File: config.mk
export PLATFORM = sky130hd
export DESIGN_NAME = irq_aggregator
export DESIGN_NICKNAME = d
export VERILOG_FILES = /design/src/rtl/irq_agg_pkg.sv /design/src/rtl/irq_src_latch.sv /design/src/rtl/irq_ctrl_regs.sv /design/src/rtl/irq_sw_reset.sv /design/src/rtl/irq_aggregator.sv
export SDC_FILE = /design/constraint.sdc
export NUM_CORES = 1
export LEC_CHECK = 0
export ABC_AREA = 0
export BUFFER_PORTS_ARGS = -buffer_cell sky130_fd_sc_hd__clkbuf_2
export CAP_MARGIN = 20
export CORE_MARGIN = 2
export CORE_UTILIZATION = 49
export DETAILED_ROUTE_END_ITERATION = 6
export PLACE_DENSITY = 0.86
export SYNTH_ARGS = -nofsm -noshare
export SYNTH_HDL_FRONTEND = slang
export SYNTH_HIERARCHICAL = 1
export SYNTH_SLANG_ARGS = --single-unit
File: constraint.sdc
create_clock -name clk -period 7.62 [get_ports clk]
set_input_delay 0 -clock clk [delete_from_list [all_inputs] [get_ports clk]]
set_output_delay 0 -clock clk [all_outputs]
set_load 0.01 [all_outputs]
File: src/rtl/irq_agg_pkg.sv
package irq_agg_pkg;

   localparam logic [7:0] OFF_GLOBAL_EN = 8'h1C;
   localparam logic [7:0] OFF_PENDING   = 8'h20;
   localparam logic [7:0] OFF_ENABLE    = 8'h28;
   localparam logic [7:0] OFF_SOFT_RST  = 8'h40;

   localparam int GLOBAL_EN_BIT = 31;

   typedef enum logic [2:0] {
      SEL_NONE,
      SEL_GLOBAL,
      SEL_PENDING,
      SEL_ENABLE,
      SEL_SOFTRST
   } reg_sel_e;

   function automatic reg_sel_e decode_addr(input logic [31:0] a);
      reg_sel_e s;
      s = SEL_NONE;
      if (a == {24'h0, OFF_GLOBAL_EN}) s = SEL_GLOBAL;
      else if (a == {24'h0, OFF_PENDING}) s = SEL_PENDING;
      else if (a == {24'h0, OFF_ENABLE}) s = SEL_ENABLE;
      else if (a == {24'h0, OFF_SOFT_RST}) s = SEL_SOFTRST;
      return s;
   endfunction

endpackage

File: src/rtl/irq_src_latch.sv
module irq_src_latch #(
   parameter int NUM_SRC   = 7,
   parameter bit EDGE_MODE = 1'b1
) (
   input  logic               clk,
   input  logic               rst_n,
   input  logic               clear_all,
   input  logic [NUM_SRC-1:0] evt_in,
   input  logic [NUM_SRC-1:0] ack_mask,
   output logic [NUM_SRC-1:0] pending
);

   logic [NUM_SRC-1:0] set_v;

   generate
      if (EDGE_MODE) begin : g_edge
         logic [NUM_SRC-1:0] evt_q;
         always_ff @(posedge clk or negedge rst_n) begin
            if (!rst_n) evt_q <= '0;
            else        evt_q <= evt_in;
         end
         assign set_v = evt_in & ~evt_q;
      end else begin : g_level
         assign set_v = evt_in;
      end
   endgenerate

   generate
      for (genvar i = 0; i < NUM_SRC; i++) begin : g_bit
         always_ff @(posedge clk or negedge rst_n) begin
            if (!rst_n)         pending[i] <= 1'b0;
            else if (clear_all) pending[i] <= 1'b0;
            else if (set_v[i])  pending[i] <= 1'b1;
            else if (ack_mask[i]) pending[i] <= 1'b0;
         end
      end
   endgenerate

endmodule

File: src/rtl/irq_ctrl_regs.sv
module irq_ctrl_regs #(
   parameter int NUM_SRC = 7
) (
   input  logic               clk,
   input  logic               rst_n,
   input  logic               clear_all,
   input  logic               wr_global,
   input  logic               global_din,
   input  logic               wr_enable,
   input  logic [NUM_SRC-1:0] enable_din,
   output logic               global_en,
   output logic [NUM_SRC-1:0] src_enable
);

   always_ff @(posedge clk or negedge rst_n) begin
      if (!rst_n)         global_en <= 1'b0;
      else if (clear_all) global_en <= 1'b0;
      else if (wr_global) global_en <= global_din;
   end

   always_ff @(posedge clk or negedge rst_n) begin
      if (!rst_n)         src_enable <= '0;
      else if (clear_all) src_enable <= '0;
      else if (wr_enable) src_enable <= enable_din;
   end

endmodule

File: src/rtl/irq_sw_reset.sv
module irq_sw_reset #(
   parameter int RST_CYCLES = 16
) (
   input  logic clk,
   input  logic rst_n,
   input  logic fire,
   output logic pulse
);

   localparam int CW = $clog2(RST_CYCLES + 1);

   logic [CW-1:0] cnt_q;

   always_ff @(posedge clk or negedge rst_n) begin
      if (!rst_n)                    cnt_q <= '0;
      else if (fire && cnt_q == '0)  cnt_q <= CW'(RST_CYCLES);
      else if (cnt_q != '0)          cnt_q <= cnt_q - 1'b1;
   end

   assign pulse = (cnt_q != '0);

endmodule

File: src/rtl/irq_aggregator.sv
module irq_aggregator
   import irq_agg_pkg::*;
#(
   parameter int          NUM_SRC    = 7,
   parameter int          ADDR_W     = 8,
   parameter int          RST_CYCLES = 16,
   parameter logic [31:0] RST_KEY    = 32'h0000_000A,
   parameter bit          EDGE_MODE  = 1'b1
) (
   input  logic               clk,
   input  logic               rst_n,
   input  logic               reg_wr,
   input  logic [ADDR_W-1:0]  reg_addr,
   input  logic [31:0]        reg_wdata,
   output logic [31:0]        reg_rdata,
   input  logic [NUM_SRC-1:0] evt_in,
   output logic               irq_out,
   output logic               sw_rst_out
);

   generate
      if (NUM_SRC < 1 || NUM_SRC > 31) begin : g_bad_src
         $error("irq_aggregator: NUM_SRC must be 1..31");
      end
      if (ADDR_W < 7 || ADDR_W > 32) begin : g_bad_addr
         $error("irq_aggregator: ADDR_W must be 7..32");
      end
      if (RST_CYCLES < 1) begin : g_bad_rst
         $error("irq_aggregator: RST_CYCLES must be at least 1");
      end
   endgenerate

   localparam int PAD_W = 32 - ADDR_W;

   reg_sel_e           sel;
   logic               wr_ok;
   logic               key_hit;
   logic               clear_all;
   logic [NUM_SRC-1:0] ack_mask;
   logic [NUM_SRC-1:0] pending;
   logic [NUM_SRC-1:0] src_enable;
   logic               global_en;

   generate
      if (PAD_W > 0) begin : g_pad
         assign sel = decode_addr({{PAD_W{1'b0}}, reg_addr});
      end else begin : g_nopad
         assign sel = decode_addr(reg_addr);
      end
   endgenerate

   assign wr_ok     = reg_wr && !sw_rst_out;
   assign key_hit   = wr_ok && (sel == SEL_SOFTRST) && (reg_wdata == RST_KEY);
   assign clear_all = key_hit || sw_rst_out;
   assign ack_mask  = (wr_ok && sel == SEL_PENDING) ? reg_wdata[NUM_SRC-1:0] : '0;

   irq_src_latch #(
      .NUM_SRC   (NUM_SRC),
      .EDGE_MODE (EDGE_MODE)
   ) u_latch (
      .clk       (clk),
      .rst_n     (rst_n),
      .clear_all (clear_all),
      .evt_in    (evt_in),
      .ack_mask  (ack_mask),
      .pending   (pending)
   );

   irq_ctrl_regs #(
      .NUM_SRC (NUM_SRC)
   ) u_ctrl (
      .clk        (clk),
      .rst_n      (rst_n),
      .clear_all  (clear_all),
      .wr_global  (wr_ok && sel == SEL_GLOBAL),
      .global_din (reg_wdata[GLOBAL_EN_BIT]),
      .wr_enable  (wr_ok && sel == SEL_ENABLE),
      .enable_din (reg_wdata[NUM_SRC-1:0]),
      .global_en  (global_en),
      .src_enable (src_enable)
   );

   irq_sw_reset #(
      .RST_CYCLES (RST_CYCLES)
   ) u_swrst (
      .clk   (clk),
      .rst_n (rst_n),
      .fire  (key_hit),
      .pulse (sw_rst_out)
   );

   always_comb begin
      reg_rdata = '0;
      case (sel)
         SEL_GLOBAL:  reg_rdata[GLOBAL_EN_BIT] = global_en;
         SEL_PENDING: reg_rdata[NUM_SRC-1:0]   = pending;
         SEL_ENABLE:  reg_rdata[NUM_SRC-1:0]   = src_enable;
         default:     reg_rdata = '0;
      endcase
   end

   assign irq_out = global_en && |(pending & src_enable);

endmodule

==> results of run 1 <==
[kinds of logic after synthesis]
| group | after synthesis | share of synthesized area, % |
|---|---|---|
| compound gates | 25 | 10.8 |
| fa+ha+maj | 1 | 0.747 |
| buf+inv | 33 | 13.3 |
| flops | 27 | 40.3 |
| mux | 10 | 6.05 |
| other cells | 1 | 0.224 |
| simple gates | 62 | 28.5 |
[through the flow]
stage          instance area (µm²)  hold slack (ps)  setup slack [ps]  utilization (%)
2_1_floorplan                 1760             -296              4850                -
3_3_place_gp                  1940             69.6              5130             58.6
3_5_place_dp                  1940             77.3              5000             58.6
4_1_cts                       2130              187              4980             64.3
5_1_grt                       2130              232              4790             64.3
6_report                      2130              197              4950             64.3
[cell usage in the layout, fill, tap and decap left out, types with 5 or more instances in the layout]
master,n
a21oi_1,6
a22o_1,7
and2_1,7
clkbuf_2,59
conb_1,24
dfrtp_1,27
dlygate4sd3_1,16
inv_1,6
mux2i_1,9
nand2b_1,11
nand2b_4,5
nor2_1,10
nor4_1,9
[report_power, final]
part,internal [mW],switching [mW],total (mW)
registers,0.147,0.00165,0.148
logic,0.0194,0.0213,0.0406
clock network,0.0200,0.0436,0.0636
[routing by layer]
| metal | wire [µm] | global-route usage (%) |
|---|---|---|
| met5 | 0 | 0 |
| met2 | 1840 | 35.8 |
| met3 | 250 | 3.60 |
| met1 | 1620 | 25.6 |
| met4 | 60 | 5.28 |
[flip-flops by register name (all words and copies together), names as in the netlist]
name,flops
u_swrst/cnt_q,5
u_ctrl/src_enable,7
u_latch/g_edge.evt_q,7
u_ctrl/global_en,1
u_latch/pending,7
[layout make-up]
class / instances / area share [%]
Tap cell: 46 / 2.70
Inverter: 7 / 1.23
Clock inverter: 1 / 0.353
Multi-Input combinational cell: 122 / 41.2
Clock buffer: 3 / 1.06
Sequential cell: 27 / 31.7
Timing Repair Buffer: 76 / 21.7
[how the worst max path moves through the flow]
| stage | endpoint | from | slack [ps] |
|---|---|---|---|
| after CTS | u_ctrl/src_enable[6] | u_swrst/cnt_q[0] | 4980 |
| after floorplan | u_ctrl/global_en | u_swrst/cnt_q[0] | 4850 |
| after global placement | u_ctrl/src_enable[5] | u_swrst/cnt_q[0] | 5130 |
| after global routing | u_ctrl/src_enable[6] | u_swrst/cnt_q[0] | 4790 |
| final | u_ctrl/src_enable[6] | u_swrst/cnt_q[0] | 4950 |
| after detailed placement | u_ctrl/src_enable[6] | u_swrst/cnt_q[0] | 5000 |
[what timing repair did]
item | in CTS | in global routing
setup endpoints to repair | 0 | 0
hold buffers | 16 | 0
hold endpoints to repair | 49 | 0
[worst max-delay path, stage by stage, from the launching register on]
cell      delay, ps
dfrtp_1         440
inv_1            80
ha_1            230
nor4b_4         330
inv_2           110
nand2b_1        230
nor4_2          830
mux2i_1         280
nor2_1           50
==> run_results.csv, run 1 <==
group,metric,value,unit
logic_synthesis,synth_common_cells,"dfrtp_1, buf_4, nand2b_1",
cells_and_area,diodes,0,
floorplanning,rows,21,
cts,cts_resized,0,
worst_hold_path,hold_end,"u_swrst/cnt_q[4]",
floorplanning,dieArea,3900,µm²
sta,setup_viol,0,
sta,worst_pin_slew,1070,ps
sta,finalMaxSlewViolations,0,
logic_synthesis,synth_cell_type_count,40,
pwr,peakVddDrop,71.9,µV
logic_synthesis,synthFlopType,"dfrtp_1",
cells_and_area,multi_input_comb_area,877,µm²
logic_synthesis,synth_edf_count,0,
route,drt-wirelength-per-cell,13.4,µm
cts,clk_pin_slew,140,ps
logic_synthesis,yosys_warnings,6,
sta,rsz0062_at_grt,"no",
place,port-buffer-count,59,
floorplanning,core-area,3310,µm²
sta,fin_skew,19.0,ps
sta,period_share,35.1,%
outcome,status,"completed",
cells_and_area,instances_no_fill,282,
cells_and_area,area_growth,27.1,%
route,drtPass1Iterations,4,
cts,cts_made_buffers,3,
sta,relSlewSlack,28.1,%
setup_path,r2r_cells,8,
pwr,p_total,0.252,mW
floorplanning,fp.dieH,62.5,µm
cells_and_area,fillers,287,
global_routing,grt_util_all_layers,20.3,%
worst_hold_path,whs_path_depth,6,
route,vias,1412,
global_routing,grt_pass1_vias,1382,
cts,htreeDepth,1,
place,gp_congestion,0.750,
logic_synthesis,synth_top_area_share,40.3,%
logic_synthesis,async_reset_ff_share,100,%
floorplanning,start_util,50.6,%
pwr,p_per_area,119,nW/µm²
route,viasPerCell,5.01,
floorplanning,ios,84,
route,drt_iter0_markers,45,
pwr,p_leak,1.04,nW
setup_path,r2r_setup_slack,4950,ps
floorplanning,die_w,62.5,µm
logic_synthesis,synth-seq-cells,27,
cts,tritoncts,"done",
setup_path,cp_data_arrival_time,2890,ps
setup_path,rr_endpoint,"u_ctrl/src_enable[6]",
global_routing,grt-ovfl-total,0,
route,drc,0,
logic_synthesis,ys_seq_area_share,40.3,%
setup_path,crit_path_max_fanout,7,
sta,timing.final.crit_period,2670,ps
setup_path,end_kind,"register",
sta,fin_tns_setup,0,ps
cts,numClockSinks,27,
cts,cts_buffer_depth,2,
logic_synthesis,synth_area,1680,µm²
sta,hold_viol_final,0,
logic_synthesis,syn_area_per_cell,10.5,µm²
cells_and_area,drive_above_1_share,33.9,%
cells_and_area,fin_nets,288,
worst_hold_path,hold_start,"reg_wdata[17]",
logic_synthesis,syn_inst,159,
place,place_inst,262,
route,finalWirelength,3770,µm
cts,clkLatencyLatePin,330,ps
global_routing,grt_max_degree,28,
setup_path,cp.required,7830,ps
cells_and_area,seq_area,676,µm²
flow_run,cap_violations,0,
route,drtAntennaViolNets,0,
global_routing,grt_pass1_wl,6350,µm
sta,fmax,374,MHz
cts,cts_setup_buffers,0,
worst_hold_path,worstHoldPathType,"in2reg",
logic_synthesis,synth_most_common_cell,"dfrtp_1",
logic_synthesis,synth_top_area_cell,"dfrtp_1",
setup_path,r2r_start,"u_swrst/cnt_q[0]",
setup_path,worstSetupPathType,"reg2reg",
place,post-dp-hpwl,2820,µm
setup_path,critPathLaunchType,"register",
logic_synthesis,synth_area_leaders,"dfrtp_1, buf_4, mux2i_1",
cts,root_buffer,"clkbuf_4",
global_routing,antenna_found_initial,0,
No activity file was read; power rests on OpenSTA's default activity.
==> run 2, diff against run 1 <==
--- a/config.mk
+++ b/config.mk
@@ -9,9 +9,9 @@
 export BUFFER_PORTS_ARGS = -buffer_cell sky130_fd_sc_hd__clkbuf_2
 export CAP_MARGIN = 20
 export CORE_MARGIN = 2
-export CORE_UTILIZATION = 49
+export CORE_UTILIZATION = 46
 export DETAILED_ROUTE_END_ITERATION = 6
-export PLACE_DENSITY = 0.86
+export PLACE_DENSITY = 0.81
 export SYNTH_ARGS = -nofsm -noshare
 export SYNTH_HDL_FRONTEND = slang
 export SYNTH_HIERARCHICAL = 1
==> constraint.sdc (replaced) <==
create_clock -name clk -period 2.7 [get_ports clk]
set_input_delay 0 -clock clk [delete_from_list [all_inputs] [get_ports clk]]
set_output_delay 0 -clock clk [all_outputs]
set_load 0.01 [all_outputs]
==> run 2 against run 1 <==
  * Total power grew to 2.8 times the previous value
  * Non-clock buffer count grew 1
  * Sequential power grew to 2.8 times the previous value
  * First-iteration DRC count grew 67%
  * Critical endpoint is now u_swrst/cnt_q[1]
  * Clock-buffer cell count is the same
  * Clock skew shrank 3.6 ps
  * Largest cell class unchanged
==> run_results.csv, run 2 (synthesis gave the netlist of run 1 again) <==
group,metric,value,unit
global_routing,grt-ovfl-total,0,
sta,timing.final.crit_period,2460,ps
place,gp_congestion,0.795,
pwr,switchingPower,0.187,mW
route,drtAntennaViolNets,0,
pwr,p_comb_share,16.0,%
global_routing,grt_util_all_layers,19.7,%
setup_path,crit_path_max_fanout,5,
route,drtPass1Iterations,4,
sta,fin_tns_setup,0,ps
floorplanning,rows,21,
worst_hold_path,worstHoldPathType,"in2async",
cts,clk_pin_slew,160,ps
sta,hold_viol_final,0,
floorplanning,start_util,49.0,%
setup_path,path_depth,9,
setup_path,critPathMaxStageDelay,520,ps
global_routing,antenna_found_initial,0,
sta,fmax,407,MHz
cells_and_area,diodes,0,
floorplanning,fp.dieH,64.4,µm
route,finalWirelength,3850,µm
cells_and_area,fillers,300,
place,post-dp-hpwl,2850,µm
floorplanning,die_w,64.4,µm
setup_path,cp.required,2930,ps
flow_run,cap_violations,0,
setup_path,r2r_setup_slack,240,ps
sta,worst_pin_slew,660,ps
cts,htreeDepth,1,
cts,numClockSinks,27,
setup_path,critPathLaunchType,"register",
pwr,p_per_area,334,nW/µm²
outcome,status,"completed",
global_routing,grt_pass1_vias,1329,
route,drt-wirelength-per-cell,13.6,µm
cells_and_area,fin_nets,289,
setup_path,r2r_cells,9,
route,viasPerCell,4.96,
cells_and_area,instances_no_fill,283,
sta,fin_skew,15.3,ps
setup_path,path_cells,"inv_1, ha_1, nor4b_4, inv_2, nor3b_1, nand4b_1, nor4_1, o21ai_1, a21boi_1",
pwr,peakVddDrop,257,µV
place,place_inst,263,
setup_path,cp_data_arrival_time,2690,ps
cells_and_area,final_cell_mix,"clkbuf_2, dfrtp_1, conb_1",
setup_path,worstSetupPathType,"reg2reg",
floorplanning,core-area,3420,µm²
route,vias,1403,
setup_path,cp.buffers_inverters,2,
setup_path,path_delay_family,"simple AND/OR/NAND/NOR gates",
cts,cts_resized,0,
cells_and_area,largestRegisters,"u_ctrl/src_enable x7, u_latch/g_edge.evt_q x7, u_latch/pending x7",
pwr,p_leak,1.05,nW
cts,tritoncts,"done",
pwr,sequentialPowerShare,58.7,%
pwr,p_int,0.525,mW
sta,period_share,91.0,%
setup_path,crit_path_top_delay_cell,"nor4_1",
cts,cts_made_buffers,3,
cts,cts_setup_buffers,0,
global_routing,grt_pass1_wl,6180,µm
route,drc,0,
setup_path,end_kind,"register",
route,drt_iter0_markers,75,
pwr,clkPwrFrac,25.3,%
global_routing,grt_max_degree,28,
cts,clkLatencyLatePin,340,ps
floorplanning,dieArea,4140,µm²
sta,rsz0062_at_grt,"no",
place,port-buffer-count,59,
sta,finalMaxSlewViolations,0,
cts,cts_buffer_depth,2,
pwr,sw_frac_of_total,26.3,%
cts,root_buffer,"clkbuf_4",
sta,relSlewSlack,56.0,%
cells_and_area,drive_above_1_share,33.8,%
cells_and_area,layout_commonest_cell,"clkbuf_2",
floorplanning,ios,84,
cells_and_area,area_growth,27.2,%
sta,setup_viol,0,
-- run 2: cell types whose count changed in the layout (fill, tap and decap cells not counted) --
cell    delta
buf_4      +1
nor4_2     -1
nor4_1     +1
-- run 2: through the flow --
stage                     cell area, µm²  utilization (%)  worst slack [ps]  power (mW)  hold WS (ps)
after floorplan                     1770                -               256       0.489          -296
after global placement              1940             56.8               454       0.519          72.5
after detailed placement            1940             56.8               330       0.521          68.7
after CTS                           2130             62.4               299       0.715           192
after global routing                2130             62.4              54.0       0.749           251
final                               2130             62.4               242       0.712           201
-- run 2: what timing repair did --
item,in CTS,in global routing
endpoints found under the hold margin,49,0
setup endpoints to repair,0,0
hold buffers,16,0
-- run 2: final timing paths --
| check | end | startpoint |
|---|---|---|
| max in group asynchronous | u_swrst/cnt_q[1] | rst_n |
| worst min-delay path | u_latch/pending[1] | rst_n |
| worst max-delay path | u_swrst/cnt_q[1] | u_swrst/cnt_q[0] |
| worst min register to register | u_latch/pending[1] | u_latch/g_edge.evt_q[1] |
| min in group clk | u_swrst/cnt_q[4] | reg_wdata[24] |
| worst max register to register | u_swrst/cnt_q[1] | u_swrst/cnt_q[0] |
-- run 2: layout make-up --
class / instances / area [µm²] / share of cell area (%)
multi-input combinational: 122 / 871 / 40.9
clock inverter: 1 / 7.51 / 0.352
tap: 46 / 57.6 / 2.70
clock buffer: 3 / 22.5 / 1.06
sequential: 27 / 676 / 31.7
timing repair buffer: 77 / 470 / 22.1
inverter: 7 / 26.3 / 1.23
-- run 2: power by group through the flow --
stage | sequential [mW] | clock, mW | combinational [mW]
floorplan | 0.424 | 0 | 0.0645
global placement | 0.425 | 0 | 0.0934
detailed placement | 0.425 | 0 | 0.0953
CTS | 0.418 | 0.184 | 0.113
global route | 0.419 | 0.203 | 0.127
finish | 0.418 | 0.180 | 0.114
-- run 2: per-layer routing --
layer,vias up,GRT usage (%),routed length [µm]
met5,-,0,0
met4,0,7.98,91
met3,9,1.94,220
met2,68,31.9,1880
met1,641,27.1,1660
li1,685,-,-
==> run 3, diff against run 2 <==
--- a/config.mk
+++ b/config.mk
@@ -10,6 +10,7 @@
 export CAP_MARGIN = 20
 export CORE_MARGIN = 2
 export CORE_UTILIZATION = 46
+export CTS_BUF_LIST = sky130_fd_sc_hd__clkbuf_8 sky130_fd_sc_hd__clkbuf_16
 export DETAILED_ROUTE_END_ITERATION = 6
 export PLACE_DENSITY = 0.81
 export SYNTH_ARGS = -nofsm -noshare
==> run 3 against run 2 <==
  * Clock power up 29%
  * Critical endpoint unchanged
  * Worst setup slack better by 2.9 ps
  * Maximum frequency up 0.12%
  * Sequential share of layout area up 0.94 points
  * Utilization down 1.8 points
  * Total power up 6.0%
==> run_results.csv, run 3 (synthesis gave the netlist of run 1 again) <==
group,metric,value,unit
place,gp_congestion,0.795,
route,finalWirelength,3730,µm
setup_path,cp_data_arrival_time,2620,ps
global_routing,antenna_found_initial,0,
cells_and_area,fillers,310,
pwr,p_leak,1.02,nW
sta,finalMaxSlewViolations,0,
place,post-dp-hpwl,2850,µm
pwr,p_per_area,365,nW/µm²
sta,timing.final.crit_period,2450,ps
floorplanning,core-area,3420,µm²
global_routing,grt-ovfl-total,0,
cells_and_area,area_growth,23.5,%
global_routing,grt_util_all_layers,18.7,%
sta,rsz0062_at_grt,"no",
cells_and_area,fin_nets,281,
cells_and_area,fin_area,2070,µm²
setup_path,rr_endpoint,"u_swrst/cnt_q[1]",
cts,root_buffer,"clkbuf_8",
cells_and_area,layout_commonest_cell,"clkbuf_2",
global_routing,grt_max_degree,28,
worst_hold_path,worstHoldPathType,"in2reg",
cts,htreeDepth,1,
setup_path,crit_path_max_fanout,5,
global_routing,grt_pass1_wl,5910,µm
setup_path,r2r_cells,9,
place,postPlaceCellArea,1940,µm²
route,drt-wirelength-per-cell,13.5,µm
setup_path,r2r_start,"u_swrst/cnt_q[0]",
cells_and_area,largestRegisters,"u_ctrl/src_enable x7, u_latch/g_edge.evt_q x7, u_latch/pending x7",
outcome,status,"completed",
cells_and_area,diodes,0,
sta,holdWs,14.5,ps
floorplanning,start_util,49.0,%
sta,fmax,407,MHz
setup_path,worstSetupPathType,"reg2reg",
sta,fin_skew,7.63,ps
setup_path,critPathLaunchType,"register",
worst_hold_path,whs_path_depth,3,
floorplanning,dieArea,4140,µm²
cts,cts_buffer_depth,2,
setup_path,crit_path_top_delay_cell,"nor4_1",
sta,fin_tns_setup,0,ps
global_routing,grt_pass1_vias,1291,
floorplanning,fp.dieH,64.4,µm
sta,setup_viol,0,
setup_path,path_cells,"inv_1, ha_1, nor4b_4, inv_2, nor3b_1, nand4b_1, nor4_1, o21ai_1, a21boi_1",
worst_hold_path,hold_end,"u_ctrl/src_enable[2]",
sta,period_share,90.9,%
setup_path,r2r_setup_slack,250,ps
route,drt_iter0_markers,54,
sta,worst_pin_slew,663,ps
sta,relSlewSlack,55.8,%
cts,cts_made_buffers,3,
cells_and_area,drive_above_1_share,34.9,%
sta,hold_viol_final,0,
cells_and_area,final_cell_mix,"clkbuf_2, dfrtp_1, conb_1",
worst_hold_path,hold_start,"reg_wdata[2]",
route,drtAntennaViolNets,0,
cells_and_area,instances_no_fill,275,
floorplanning,rows,21,
place,port-buffer-count,59,
cts,clk_pin_slew,90,ps
setup_path,end_kind,"register",
setup_path,critPathMaxStageDelay,520,ps
pwr,peakVddDrop,241,µV
floorplanning,die_w,64.4,µm
cells_and_area,utilization,60.6,%
cts,tritoncts,"done",
setup_path,path_delay_family,"simple AND/OR/NAND/NOR gates",
route,drtPass1Iterations,4,
floorplanning,ios,84,
flow_run,cap_violations,0,
place,place_inst,263,
cts,clkLatencyLatePin,280,ps
route,vias,1377,
setup_path,cp.buffers_inverters,2,
cts,numClockSinks,27,
setup_path,cp.required,2860,ps
route,drc,0,
route,viasPerCell,5.01,
-- run 3: cell count changes in the layout (fill, tap and decap cells not counted) --
cell,before,now
dlygate4sd3_1,16,8
clkbuf_4,3,0
clkbuf_8,0,3
-- run 3: power by group --
| group | switching [mW] | leakage [nW] | internal [mW] |
|---|---|---|---|
| Combinational | 0.0575 | 0.678 | 0.0471 |
| Clock | 0.128 | 0.0217 | 0.105 |
| Sequential | 0.00447 | 0.324 | 0.413 |
-- run 3: routing by layer --
| layer | wire length, µm | global-route usage [%] |
|---|---|---|
| met5 | 0 | 0 |
| met4 | 55 | 7.18 |
| met3 | 233 | 2.29 |
| met2 | 1800 | 30.2 |
| met1 | 1640 | 25.8 |
-- run 3: area by class of cell --
class,count,area (µm²),area share (%)
clock inverter,1,7.51,0.363
tap,46,57.6,2.78
clock buffer,3,41.3,2.00
sequential,27,676,32.6
timing repair buffer,69,390,18.9
inverter,7,26.3,1.27
multi-input combinational,122,871,42.1
-- run 3: worst max path at each step --
stage                                 from                to  slack [ps]  cells past startpoint
final                     u_swrst/cnt_q[0]  u_swrst/cnt_q[1]         250                      9
after global routing      u_swrst/cnt_q[1]  u_swrst/cnt_q[1]          60                      9
after CTS                 u_swrst/cnt_q[0]  u_swrst/cnt_q[1]         300                      9
after detailed placement  u_swrst/cnt_q[0]  u_swrst/cnt_q[1]         330                      9
after global placement    u_swrst/cnt_q[0]  u_swrst/cnt_q[1]         450                      9
after floorplan           u_swrst/cnt_q[0]  u_ctrl/global_en         260                      9
-- run 3: through the flow --
step | total power [mW] | worst slack (ps)
after floorplan | 0.489 | 256
after global placement | 0.519 | 454
after detailed placement | 0.521 | 330
after CTS | 0.759 | 305
after global routing | 0.792 | 59.8
final | 0.755 | 245
-- run 3: worst reg2reg max path, delay by kind of cell, from the launching register on --
kind,cells,cell delay [ps]
buf+inv,2,180
compound gates,2,270
fa+ha+maj,1,230
simple gates,4,1260
flops,1,410
-- run 3: repair_timing --
action                     CTS  global route
setup buffers                0             0
setup endpoints to repair    0             0
resized for setup            0             0
hold buffers                 8             0
hold endpoints to repair    41             0
